--- src/rtl/pio_pkg.sv ---
package pio_pkg;

  localparam int BUS_W = 32;

  // trigger selections
  localparam int TRIG_RISE  = 0;
  localparam int TRIG_FALL  = 1;
  localparam int TRIG_BOTH  = 2;
  localparam int TRIG_LEVEL = 3;

  typedef enum logic [1:0] {
    SEL_DATA = 2'd0,
    SEL_DIR  = 2'd1,
    SEL_MASK = 2'd2,
    SEL_CAP  = 2'd3
  } regSel_e;

  typedef struct packed {
    logic    wrData;
    logic    wrDir;
    logic    wrMask;
    logic    wrCap;
    logic    rdEn;
    regSel_e rdSel;
  } pioStrobe_t;

endpackage

--- src/rtl/pio_sync.sv ---
module pio_sync #(
  parameter int WIDTH  = 32,
  parameter int STAGES = 2
) (
  input  logic             clk,
  input  logic             rst_n,
  input  logic [WIDTH-1:0] asyncIn,
  output logic [WIDTH-1:0] syncOut
);

  logic [WIDTH-1:0] stageQ [STAGES];

  always_ff @(posedge clk) begin
    if (!rst_n) begin
      for (int i = 0; i < STAGES; i++) stageQ[i] <= '0;
    end else begin
      stageQ[0] <= asyncIn;
      for (int i = 1; i < STAGES; i++) stageQ[i] <= stageQ[i-1];
    end
  end

  assign syncOut = stageQ[STAGES-1];

endmodule

--- src/rtl/pio_ctrl.sv ---
module pio_ctrl
  import pio_pkg::*;
(
  input  logic       busWrEn,
  input  logic       busRdEn,
  input  logic [1:0] busWordSel,
  output pioStrobe_t strobe
);

  regSel_e sel;
  assign sel = regSel_e'(busWordSel);

  always_comb begin
    strobe        = '0;
    strobe.rdEn   = busRdEn;
    strobe.rdSel  = sel;
    strobe.wrData = busWrEn && (sel == SEL_DATA);
    strobe.wrDir  = busWrEn && (sel == SEL_DIR);
    strobe.wrMask = busWrEn && (sel == SEL_MASK);
    strobe.wrCap  = busWrEn && (sel == SEL_CAP);
  end

endmodule

--- src/rtl/pio_datapath.sv ---
module pio_datapath
  import pio_pkg::*;
#(
  parameter int PIN_COUNT = 32,
  parameter int TRIG_MODE = TRIG_RISE
) (
  input  logic                 clk,
  input  logic                 rst_n,
  input  pioStrobe_t           strobe,
  input  logic [BUS_W-1:0]     wrData,
  input  logic [PIN_COUNT-1:0] pinSync,
  output logic [BUS_W-1:0]     rdData,
  output logic [PIN_COUNT-1:0] outLatch,
  output logic [PIN_COUNT-1:0] dirReg,
  output logic [PIN_COUNT-1:0] maskReg,
  output logic [PIN_COUNT-1:0] capReg,
  output logic                 irqOut
);

  logic [PIN_COUNT-1:0] wrPins;
  logic [PIN_COUNT-1:0] prevSync;
  logic [PIN_COUNT-1:0] edgeHit;
  logic [PIN_COUNT-1:0] irqSrc;
  logic [PIN_COUNT-1:0] dataView;
  logic [BUS_W-1:0]     rdNext;

  assign wrPins = wrData[PIN_COUNT-1:0];

  // edge detector variant picked by the trigger parameter
  if (TRIG_MODE == TRIG_RISE) begin : g_rise
    assign edgeHit = pinSync & ~prevSync;
    assign irqSrc  = capReg;
  end else if (TRIG_MODE == TRIG_FALL) begin : g_fall
    assign edgeHit = ~pinSync & prevSync;
    assign irqSrc  = capReg;
  end else if (TRIG_MODE == TRIG_BOTH) begin : g_both
    assign edgeHit = pinSync ^ prevSync;
    assign irqSrc  = capReg;
  end else begin : g_level
    assign edgeHit = '0;
    assign irqSrc  = pinSync;
  end

  always_ff @(posedge clk) begin
    if (!rst_n) begin
      outLatch <= '0;
      dirReg   <= '0;
      maskReg  <= '0;
      capReg   <= '0;
      prevSync <= '0;
      irqOut   <= 1'b0;
    end else begin
      prevSync <= pinSync;
      if (strobe.wrData) outLatch <= wrPins;
      if (strobe.wrDir)  dirReg   <= wrPins;
      if (strobe.wrMask) maskReg  <= wrPins;
      // new edges win over a simultaneous clear
      capReg <= (capReg & ~(strobe.wrCap ? wrPins : '0)) | edgeHit;
      irqOut <= |(irqSrc & maskReg);
    end
  end

  assign dataView = (dirReg & outLatch) | (~dirReg & pinSync);

  always_comb begin
    unique case (strobe.rdSel)
      SEL_DATA: rdNext = BUS_W'(dataView);
      SEL_DIR:  rdNext = BUS_W'(dirReg);
      SEL_MASK: rdNext = BUS_W'(maskReg);
      default:  rdNext = BUS_W'(capReg);
    endcase
  end

  always_ff @(posedge clk) begin
    if (!rst_n)           rdData <= '0;
    else if (strobe.rdEn) rdData <= rdNext;
  end

endmodule

--- src/rtl/pio_irq_port.sv ---
module pio_irq_port
  import pio_pkg::*;
#(
  parameter int PIN_COUNT = 32,
  parameter int TRIG_MODE = TRIG_RISE,
  parameter int SYNC_STAGES = 2
) (
  input  logic                 clk,
  input  logic                 rst_n,
  input  logic [1:0]           busWordSel,
  input  logic                 busWrEn,
  input  logic [31:0]          busWrData,
  input  logic                 busRdEn,
  output logic [31:0]          busRdData,
  input  logic [PIN_COUNT-1:0] pinIn,
  output logic [PIN_COUNT-1:0] pinOut,
  output logic [PIN_COUNT-1:0] pinOe,
  output logic                 irqOut
);

  pioStrobe_t           strobe;
  logic [PIN_COUNT-1:0] pinSync;
  logic [PIN_COUNT-1:0] outLatch;
  logic [PIN_COUNT-1:0] dirReg;
  logic [PIN_COUNT-1:0] maskReg;
  logic [PIN_COUNT-1:0] capReg;

  pio_sync #(.WIDTH(PIN_COUNT), .STAGES(SYNC_STAGES)) u_sync (
    .clk     (clk),
    .rst_n   (rst_n),
    .asyncIn (pinIn),
    .syncOut (pinSync)
  );

  pio_ctrl u_ctrl (
    .busWrEn    (busWrEn),
    .busRdEn    (busRdEn),
    .busWordSel (busWordSel),
    .strobe     (strobe)
  );

  pio_datapath #(.PIN_COUNT(PIN_COUNT), .TRIG_MODE(TRIG_MODE)) u_dp (
    .clk      (clk),
    .rst_n    (rst_n),
    .strobe   (strobe),
    .wrData   (busWrData),
    .pinSync  (pinSync),
    .rdData   (busRdData),
    .outLatch (outLatch),
    .dirReg   (dirReg),
    .maskReg  (maskReg),
    .capReg   (capReg),
    .irqOut   (irqOut)
  );

  assign pinOut = outLatch;
  assign pinOe  = dirReg;

endmodule

--- config.mk ---
export PLATFORM = sky130hd
export DESIGN_NAME = pio_irq_port
export DESIGN_NICKNAME = d
export VERILOG_FILES = /design/src/rtl/pio_pkg.sv /design/src/rtl/pio_sync.sv /design/src/rtl/pio_ctrl.sv /design/src/rtl/pio_datapath.sv /design/src/rtl/pio_irq_port.sv
export SDC_FILE = /design/constraint.sdc
export NUM_CORES = 1
export LEC_CHECK = 0
export CAP_MARGIN = 30
export CORE_AREA = 5 5 161 132
export DETAILED_ROUTE_END_ITERATION = 8
export DIE_AREA = 0 0 166 137
export PLACE_DENSITY = 0.9
export SETUP_SLACK_MARGIN = 0.02
export SLEW_MARGIN = 20
export SYNTH_ARGS = -nofsm -noshare
export SYNTH_HDL_FRONTEND = slang
export SYNTH_SLANG_ARGS = --single-unit
--- constraint.sdc ---
create_clock -name clk -period 3.5 [get_ports clk]
set_clock_uncertainty 0.15 [all_clocks]
set_input_delay 0.525 -clock clk [delete_from_list [all_inputs] [get_ports clk]]
set_output_delay 0.525 -clock clk [all_outputs]
set_load 0.05 [all_outputs]
# After elaboration in Yosys (flattened, before gate mapping)
# Memories as Yosys holds them, arrays and structs flattened.
# Index checks and enable logic that the tools add are counted.
[word_totals]
input_bits = 70
mem_bits_ro = 0
ram_bits = 64
latch_bits = 0
mem_count = 1
regBits = 193
[mem_list]
columns = ["name", "words", "word_bits", "read_ports", "rd_ports_with_merged_regs", "write_ports", "line", "text"]
rows = [
  ["u_sync.stageQ", 2, 32, 2, 0, 2, "pio_sync.sv:11", "logic [WIDTH-1:0] stageQ [STAGES];"],
]
[classes]
shift = 0
n_lt_le_gt_ge = 0
div_mod_pow = 0
n_reduce_logical = 6
n_eq_ne = 3
n_addsub = 0
mul = 0
mux = 6
bitwise_logic = 12
[op_table]
columns = ["op", "n"]
rows = [
  ["32-bit bitwise AND", 5],
  ["32-bit two-way mux", 3],
  ["32-bit NOT", 3],
  ["32-bit one-hot mux with 3 select lines", 1],
  ["32-bit OR", 2],
  ["32-bit OR reduction", 1],
  ["2-bit == test (second input constant)", 2],
  ["1-bit logical AND", 4],
  ["2-bit by 1-bit == test with 1-bit output (second input constant)", 1],
  ["2-bit zero test", 1],
  ["1-bit two-way mux", 2],
  ["1-bit OR", 2],
]

# Depth between registers and ports, before layout
# Gate-level depths: netlist of run 1.
[logic_depth]
ltp_word = 6
mapped_depth = 7
depth_no_buf = 4

# By module
# From an unflattened synthesis of run 1, not the netlist that was laid out.
[hier_totals]
hier_cells = 1040
area_unflattened_um2 = 10465.0
[modules_own_cells]
columns = ["mod", "cells_each", "area_per_inst_um2", "instances", "seq_area_each_um2"]
rows = [
  ["pio_datapath", 867, 8373.0, 1, 3863.7],
  ["pio_sync", 166, 2031.9, 1, 1281.2],
  ["pio_ctrl", 7, 60.1, 1, 0.0],
]

# Worst setup path after synthesis of run 1
# No wires, ideal clock.
[synth_timing]
kind = "input -> register"
from = "input busWordSel[0]"
to = "register u_dp.dirReg[10]"
cell_stages = 7
t_arrival_ns = 1.323
n_path_buf = 3
setup_slack_ns = 1.910
setup_ns = 0.117
t_required_ns = 3.233
path_cell_list = "buf_4 > nand2_1 > or2_1 > buf_2 > buf_6 > nand2_1 > a21boi_1"
[synth_between]
elab_chain_cells = 2
[synth_lines]
columns = ["element", "line", "text"]
rows = [
  ["start: declaration", "pio_irq_port.sv:10", "input logic [1:0] busWordSel,"],
  ["2-bit by 1-bit == test with 1-bit output", "pio_ctrl.sv:18", "strobe.wrDir = busWrEn && (sel == SEL_DIR);"],
  ["1-bit logical AND", "pio_ctrl.sv:18", ""],
  ["end signal: assignment", "pio_datapath.sv:55", "if (strobe.wrDir) dirReg <= wrPins;"],
  ["end: declaration", "pio_datapath.sv:14", "output logic [PIN_COUNT-1:0] dirReg,"],
]
# Every way passes these cells.
# A chain may end at the register's enable or synchronous reset.

# Worst setup path in the final report of run 1
[layout_timing]
from = "register u_dp.dirReg[10]"
to = "output pinOe[10]"
[layout_rtl]
columns = ["element", "line", "text"]
rows = [
  ["end: declaration", "pio_irq_port.sv:17", "output logic [PIN_COUNT-1:0] pinOe,"],
]
# No word-level cell between the ends.

==> results of run 1 <==
[where the power goes]
group | leakage, uW | switching [uW] | internal (uW)
Clock | 0.000401 | 1090 | 1550
Sequential | 0.00210 | 84.3 | 3050
Combinational | 0.00222 | 420 | 292
Total | 0.00473 | 1590 | 4890
[kinds of logic (layout without fill, tap and decap cells)]
group,after synthesis,count (layout)
mux,64,64
simple gates,525,525
compound gates,209,209
buf+inv,78,222
flops,257,257
other cells,0,1
[stage by stage]
| step | worst slack (ns) | instance area (sq um) |
|---|---|---|
| 3_3_place_gp | 0.968 | 11800 |
| 5_1_grt | 0.994 | 12600 |
| 3_5_place_dp | 0.928 | 11800 |
| 2_1_floorplan | 1.91 | 10200 |
| 6_report | 1.03 | 12600 |
| 4_1_cts | 1.03 | 12600 |
[state kept, by name, indices dropped and copies added, names as in the netlist]
register	flops
u_dp.dirReg	32
u_dp.capReg	32
u_dp.prevSync	32
u_dp.irqOut	1
u_dp.rdData	32
u_dp.outLatch	32
u_dp.maskReg	32
u_sync.stageQ	64
[per-layer routing]
metal,up-vias,wire (um)
li1,3962,-
met1,3854,11600
met2,356,11900
met3,55,2240
met4,0,773
met5,-,0
[path summary, 6_finish.rpt]
kind	to	slack (ns)
worst max register to register	u_dp.irqOut	1.96
worst min-delay path	u_sync.stageQ[0][52]	0.28
worst min register to register	u_sync.stageQ[0][52]	0.28
worst max-delay path	pinOe[10]	1.03
[Yosys cell counts, types with 4 or more instances]
cell,n
nand4_1,4
nor2b_1,64
nand2b_1,32
mux2i_1,64
dfxtp_1,257
o21ai_0,43
o21ai_1,21
nand2_1,258
buf_2,21
nor2_1,32
a22oi_1,16
and2_1,96
buf_6,11
a21boi_0,11
a21oi_1,32
a21boi_1,85
clkbuf_1,40
buf_4,5
nand3b_1,33
[final cells by class]
type / instances / area share (%)
diodes: 1 / 0.0198
multi-input cells: 798 / 36.3
repair buffers: 179 / 14.0
flip-flops and latches: 257 / 40.7
well taps: 264 / 2.61
clock buffers: 38 / 5.97
clock inverters: 5 / 0.426
==> impl_metrics.env, run 1 <==
export IMPL_seqCellArea_sq_um=5140
export IMPL_p_total_uw=6480
export IMPL_use_met3_pct=4.97
export IMPL_wire_per_inst_um=17.2
export IMPL_cts_buffers=25
export IMPL_fin_nets=1331
export IMPL_io_buffers=166
export IMPL_r2r_start="u_dp.capReg[24]"
export IMPL_grt_first_pass_wirelength_um=41700
export IMPL_synth_seq_cells=257
export IMPL_ys_flop_type="dfxtp_1"
export IMPL_synthArstFlopShare_pct=0
export IMPL_ant_nets=0
export IMPL_fp_dieH_um=137
export IMPL_grt_ovfl_total=0
export IMPL_layout_common_cells="nand2_1 (258), dfxtp_1 (257), clkdlybuf4s50_1 (163)"
export IMPL_power_density_nw_per_um2=513
export IMPL_clkLatencyLatePin_ns=0.51
export IMPL_grt_max_degree=258
export IMPL_grt_pass1_vias=7752
export IMPL_p_leak_uw=0.00473
export IMPL_synth_top_family_by_area="simple AND/OR/NAND/NOR gates"
export IMPL_ctsHoldBuffers=0
export IMPL_synth_top_area_share_pct=50.7
export IMPL_yosys_top_cells_area="dfxtp_1 (51%), nand2_1 (9.5%), mux2i_1 (6.3%), a21boi_1 (6.3%), and2_1 (5.9%)"
export IMPL_synth_top_area_cell="dfxtp_1"
export IMPL_cts_sinks=257
export IMPL_fin_hold_ws_ns=0.277
export IMPL_crit_buf_inv=1
export IMPL_syn_to_final_growth_pct=24.5
export IMPL_required_ns=2.82
export IMPL_drv_cap=0
export IMPL_clock_path_buffers=3
export IMPL_synth_distinct_cells=27
export IMPL_worstPathArrival_ns=1.80
export IMPL_post_synth_cell_area_avg_sq_um=8.96
export IMPL_core_area_sq_um=19500
export IMPL_cp_depth=1
export IMPL_fillers=1534
export IMPL_gp_congestion=0.875
export IMPL_syn_num_nets=1203
export IMPL_hold_viol_final=0
export IMPL_fin_util_pct=64.8
export IMPL_cp_top_family="buffers and inverters"
export IMPL_clk_pin_slew_ns=0.06
export IMPL_drive_gt1_share_pct=4.39
export IMPL_rsz0062_at_grt="no"
export IMPL_synth_simple_gate_area_share_pct=25.8
export IMPL_crit_path_top_delay_cell="clkdlybuf4s50_1"
export IMPL_worst_path_max_fanout=3
export IMPL_crit_chain="clkdlybuf4s50_1"
export IMPL_worst_pin_slew_ns=0.911
export IMPL_dp_cells=1498
export IMPL_max_slew_margin_rel_pct=39.3
export IMPL_final_cells=1542
export IMPL_met2_usage_pct=36.6
export IMPL_dp_hpwl_um=17700
export IMPL_period_needed_ns=2.47
export IMPL_fmax_mhz=404
export IMPL_fp_dieW_um=166
export IMPL_ys_seq_area_share_pct=50.7
export IMPL_cts_resized=0
export IMPL_crit_path_start_kind="flop"
export IMPL_tns_ns=0
export IMPL_htreeDepth=1
export IMPL_top_usage_layer="met2"
export IMPL_syn_inst=1133
export IMPL_hold_start="u_sync.stageQ[0][20]"
export IMPL_ff2ff_path_depth=3
export IMPL_drt_iter0_drc=678
export IMPL_cts_tree="yes"
export IMPL_vias=8227
export IMPL_die_area_sq_um=22700
export IMPL_fin_crit_sh_pct=70.7
export IMPL_critPathLaunch="u_dp.dirReg[10]"
export IMPL_synth_compound_area_share_pct=13.1
export IMPL_hold_class="flop to flop"
export IMPL_num_io_pins=167
export IMPL_start_util_pct=52.1
export IMPL_status="finished, final reports clean"
export IMPL_antenna_found_initial=1
export IMPL_synthAdderAreaFrac_pct=0
export IMPL_rows=46
export IMPL_max_stage_delay_ns=0.91
export IMPL_dr_pass1_iters=5
export IMPL_synth_xor_area_share_pct=0
export IMPL_end_kind="output port"
export IMPL_drt_total_wl_um=26600
export IMPL_holdPathStages=1
export IMPL_drc=0
export IMPL_track_usage_pct=22.5
export IMPL_met1_usage_pct=30.2
export IMPL_drv_slew=0
export IMPL_multi_input_area_sq_um=4590
export IMPL_synth_mux_area_share_pct=6.31
export IMPL_setup_viol=0
export IMPL_vias_per_cell=5.34
export IMPL_yosysWarnings=0
export IMPL_final_common_cell="nand2_1"
export IMPL_cts_root_buf="clkbuf_16"
export IMPL_synth_cell_area_sq_um=10200
export IMPL_peakVddDrop_v=0.000287
export IMPL_cts_setup_buffers=0
export IMPL_synth_edf_count=0
export IMPL_critPathKind="flop to output port"
Note: power is estimated with default switching activity, not from simulation.
==> run 2: changes to the inputs <==
Clock period 3.5 ns to 2.55 ns, I/O delays scaled along.
==> impl_metrics.env, run 2 (synthesis results as in run 1) <==
export IMPL_r2r_start="u_dp.capReg[15]"
export IMPL_drt_total_wl_um=26600
export IMPL_cts_tree="yes"
export IMPL_seqCellArea_sq_um=5140
export IMPL_clk_pin_slew_ns=0.06
export IMPL_top_register="u_sync.stageQ"
export IMPL_drive_gt1_share_pct=4.97
export IMPL_dr_pass1_iters=5
export IMPL_fin_hold_ws_ns=0.157
export IMPL_dp_hpwl_um=18500
export IMPL_ant_nets=0
export IMPL_ctsHoldBuffers=0
export IMPL_num_io_pins=167
export IMPL_gp_congestion=0.818
export IMPL_drv_slew=0
export IMPL_fp_dieW_um=166
export IMPL_status="finished, final reports clean"
export IMPL_cts_root_buf="clkbuf_16"
export IMPL_rows=46
export IMPL_die_area_sq_um=22700
export IMPL_fin_crit_sh_pct=90.2
export IMPL_final_common_cell="nand2_1"
export IMPL_wire_per_inst_um=17.2
export IMPL_p_total_uw=8670
export IMPL_grt_max_degree=84
export IMPL_p_leak_uw=0.00475
export IMPL_drv_cap=0
export IMPL_fmax_mhz=435
export IMPL_cp_depth=1
export IMPL_cts_sinks=257
export IMPL_io_buffers=166
export IMPL_grt_ovfl_total=0
export IMPL_worstPathArrival_ns=1.77
export IMPL_syn_to_final_growth_pct=24.8
export IMPL_drt_iter0_drc=950
export IMPL_cts_setup_buffers=0
export IMPL_crit_buf_inv=1
export IMPL_rsz0062_at_grt="no"
export IMPL_cts_buffers=25
export IMPL_start_util_pct=52.1
export IMPL_worst_pin_slew_ns=0.757
export IMPL_hold_class="primary input to flop"
export IMPL_clock_path_buffers=3
export IMPL_ff2ff_path_depth=3
export IMPL_vias=8309
export IMPL_cts_resized=0
export IMPL_multi_input_area_sq_um=4590
export IMPL_cp_top_family="buffers and inverters"
export IMPL_drc=0
export IMPL_holdPathStages=4
export IMPL_crit_path_start_kind="flop"
export IMPL_required_ns=2.02
export IMPL_track_usage_pct=22.6
export IMPL_hold_viol_final=0
export IMPL_fp_dieH_um=137
export IMPL_layout_common_cells="nand2_1 (258), dfxtp_1 (257), clkdlybuf4s50_1 (163)"
export IMPL_power_density_nw_per_um2=684
export IMPL_fillers=1525
export IMPL_fin_nets=1344
export IMPL_grt_pass1_vias=7788
export IMPL_crit_path_top_delay_cell="clkdlybuf4s50_1"
export IMPL_clkLatencyLatePin_ns=0.52
export IMPL_htreeDepth=1
export IMPL_end_kind="output port"
export IMPL_largest_reg_flops=64
export IMPL_setup_viol=0
export IMPL_tns_ns=0
export IMPL_vias_per_cell=5.36
export IMPL_core_area_sq_um=19500
export IMPL_antenna_found_initial=0
export IMPL_peakVddDrop_v=0.000433
export IMPL_hold_start="busWordSel[1]"
export IMPL_critPathKind="flop to output port"
export IMPL_period_needed_ns=2.30
export IMPL_grt_first_pass_wirelength_um=41700
export IMPL_num_antenna_cells=0
export IMPL_max_stage_delay_ns=0.89
export IMPL_critPathLaunch="u_dp.rdData[22]"
export IMPL_max_slew_margin_rel_pct=49.4
export IMPL_worst_path_max_fanout=2
export IMPL_crit_chain="clkdlybuf4s50_1"
==> run 2: cell types whose count changed in the layout (fill, tap and decap cells not counted), sizes merged <==
cell,delta
buf,+13
clkbuf,-2
bufinv,-1
clkinv,-1
clkinvlp,+1
diode,-1
==> run 2: through the flow <==
stage | utilization (%) | setup WS (ns) | instances | cell area [sq um]
after global routing | 64.9 | 0.206 | 1551 | 12700
after floorplan | - | 1.10 | 1133 | 10200
after CTS | 64.9 | 0.251 | 1551 | 12700
after global placement | 61.2 | 0.163 | 1511 | 11900
final | 64.9 | 0.251 | 1551 | 12700
after detailed placement | 61.2 | 0.0502 | 1511 | 11900
==> run 2: final timing paths <==
| check | to | slack [ns] |
|---|---|---|
| setup reg to reg | u_dp.irqOut | 1.10 |
| hold reg to reg | u_sync.stageQ[0][36] | 0.28 |
| hold / removal | u_dp.outLatch[10] | 0.16 |
| setup / recovery | busRdData[22] | 0.25 |
==> run 2: report_power, final <==
group	total, uW	internal, uW	switching (uW)
clock	3380	1900	1480
combinational	991	411	579
sequential	4300	4180	115
==> run 2: routing by layer <==
metal / up-vias / global-route usage, % / wire [um]
met3: 54 / 4.04 / 2160
li1: 3984 / - / -
met2: 341 / 37.1 / 12200
met1: 3930 / 31.1 / 11700
met4: 0 / 5.77 / 566
met5: - / 0 / 0
==> run 2: final cells by class <==
cell class                 instances  share of cell area, %
clock buffer                      36                   5.58
multi-input combinational        798                   36.2
sequential                       257                   40.6
timing repair buffer             192                   14.8
clock inverter                     4                  0.178
tap                              264                   2.61
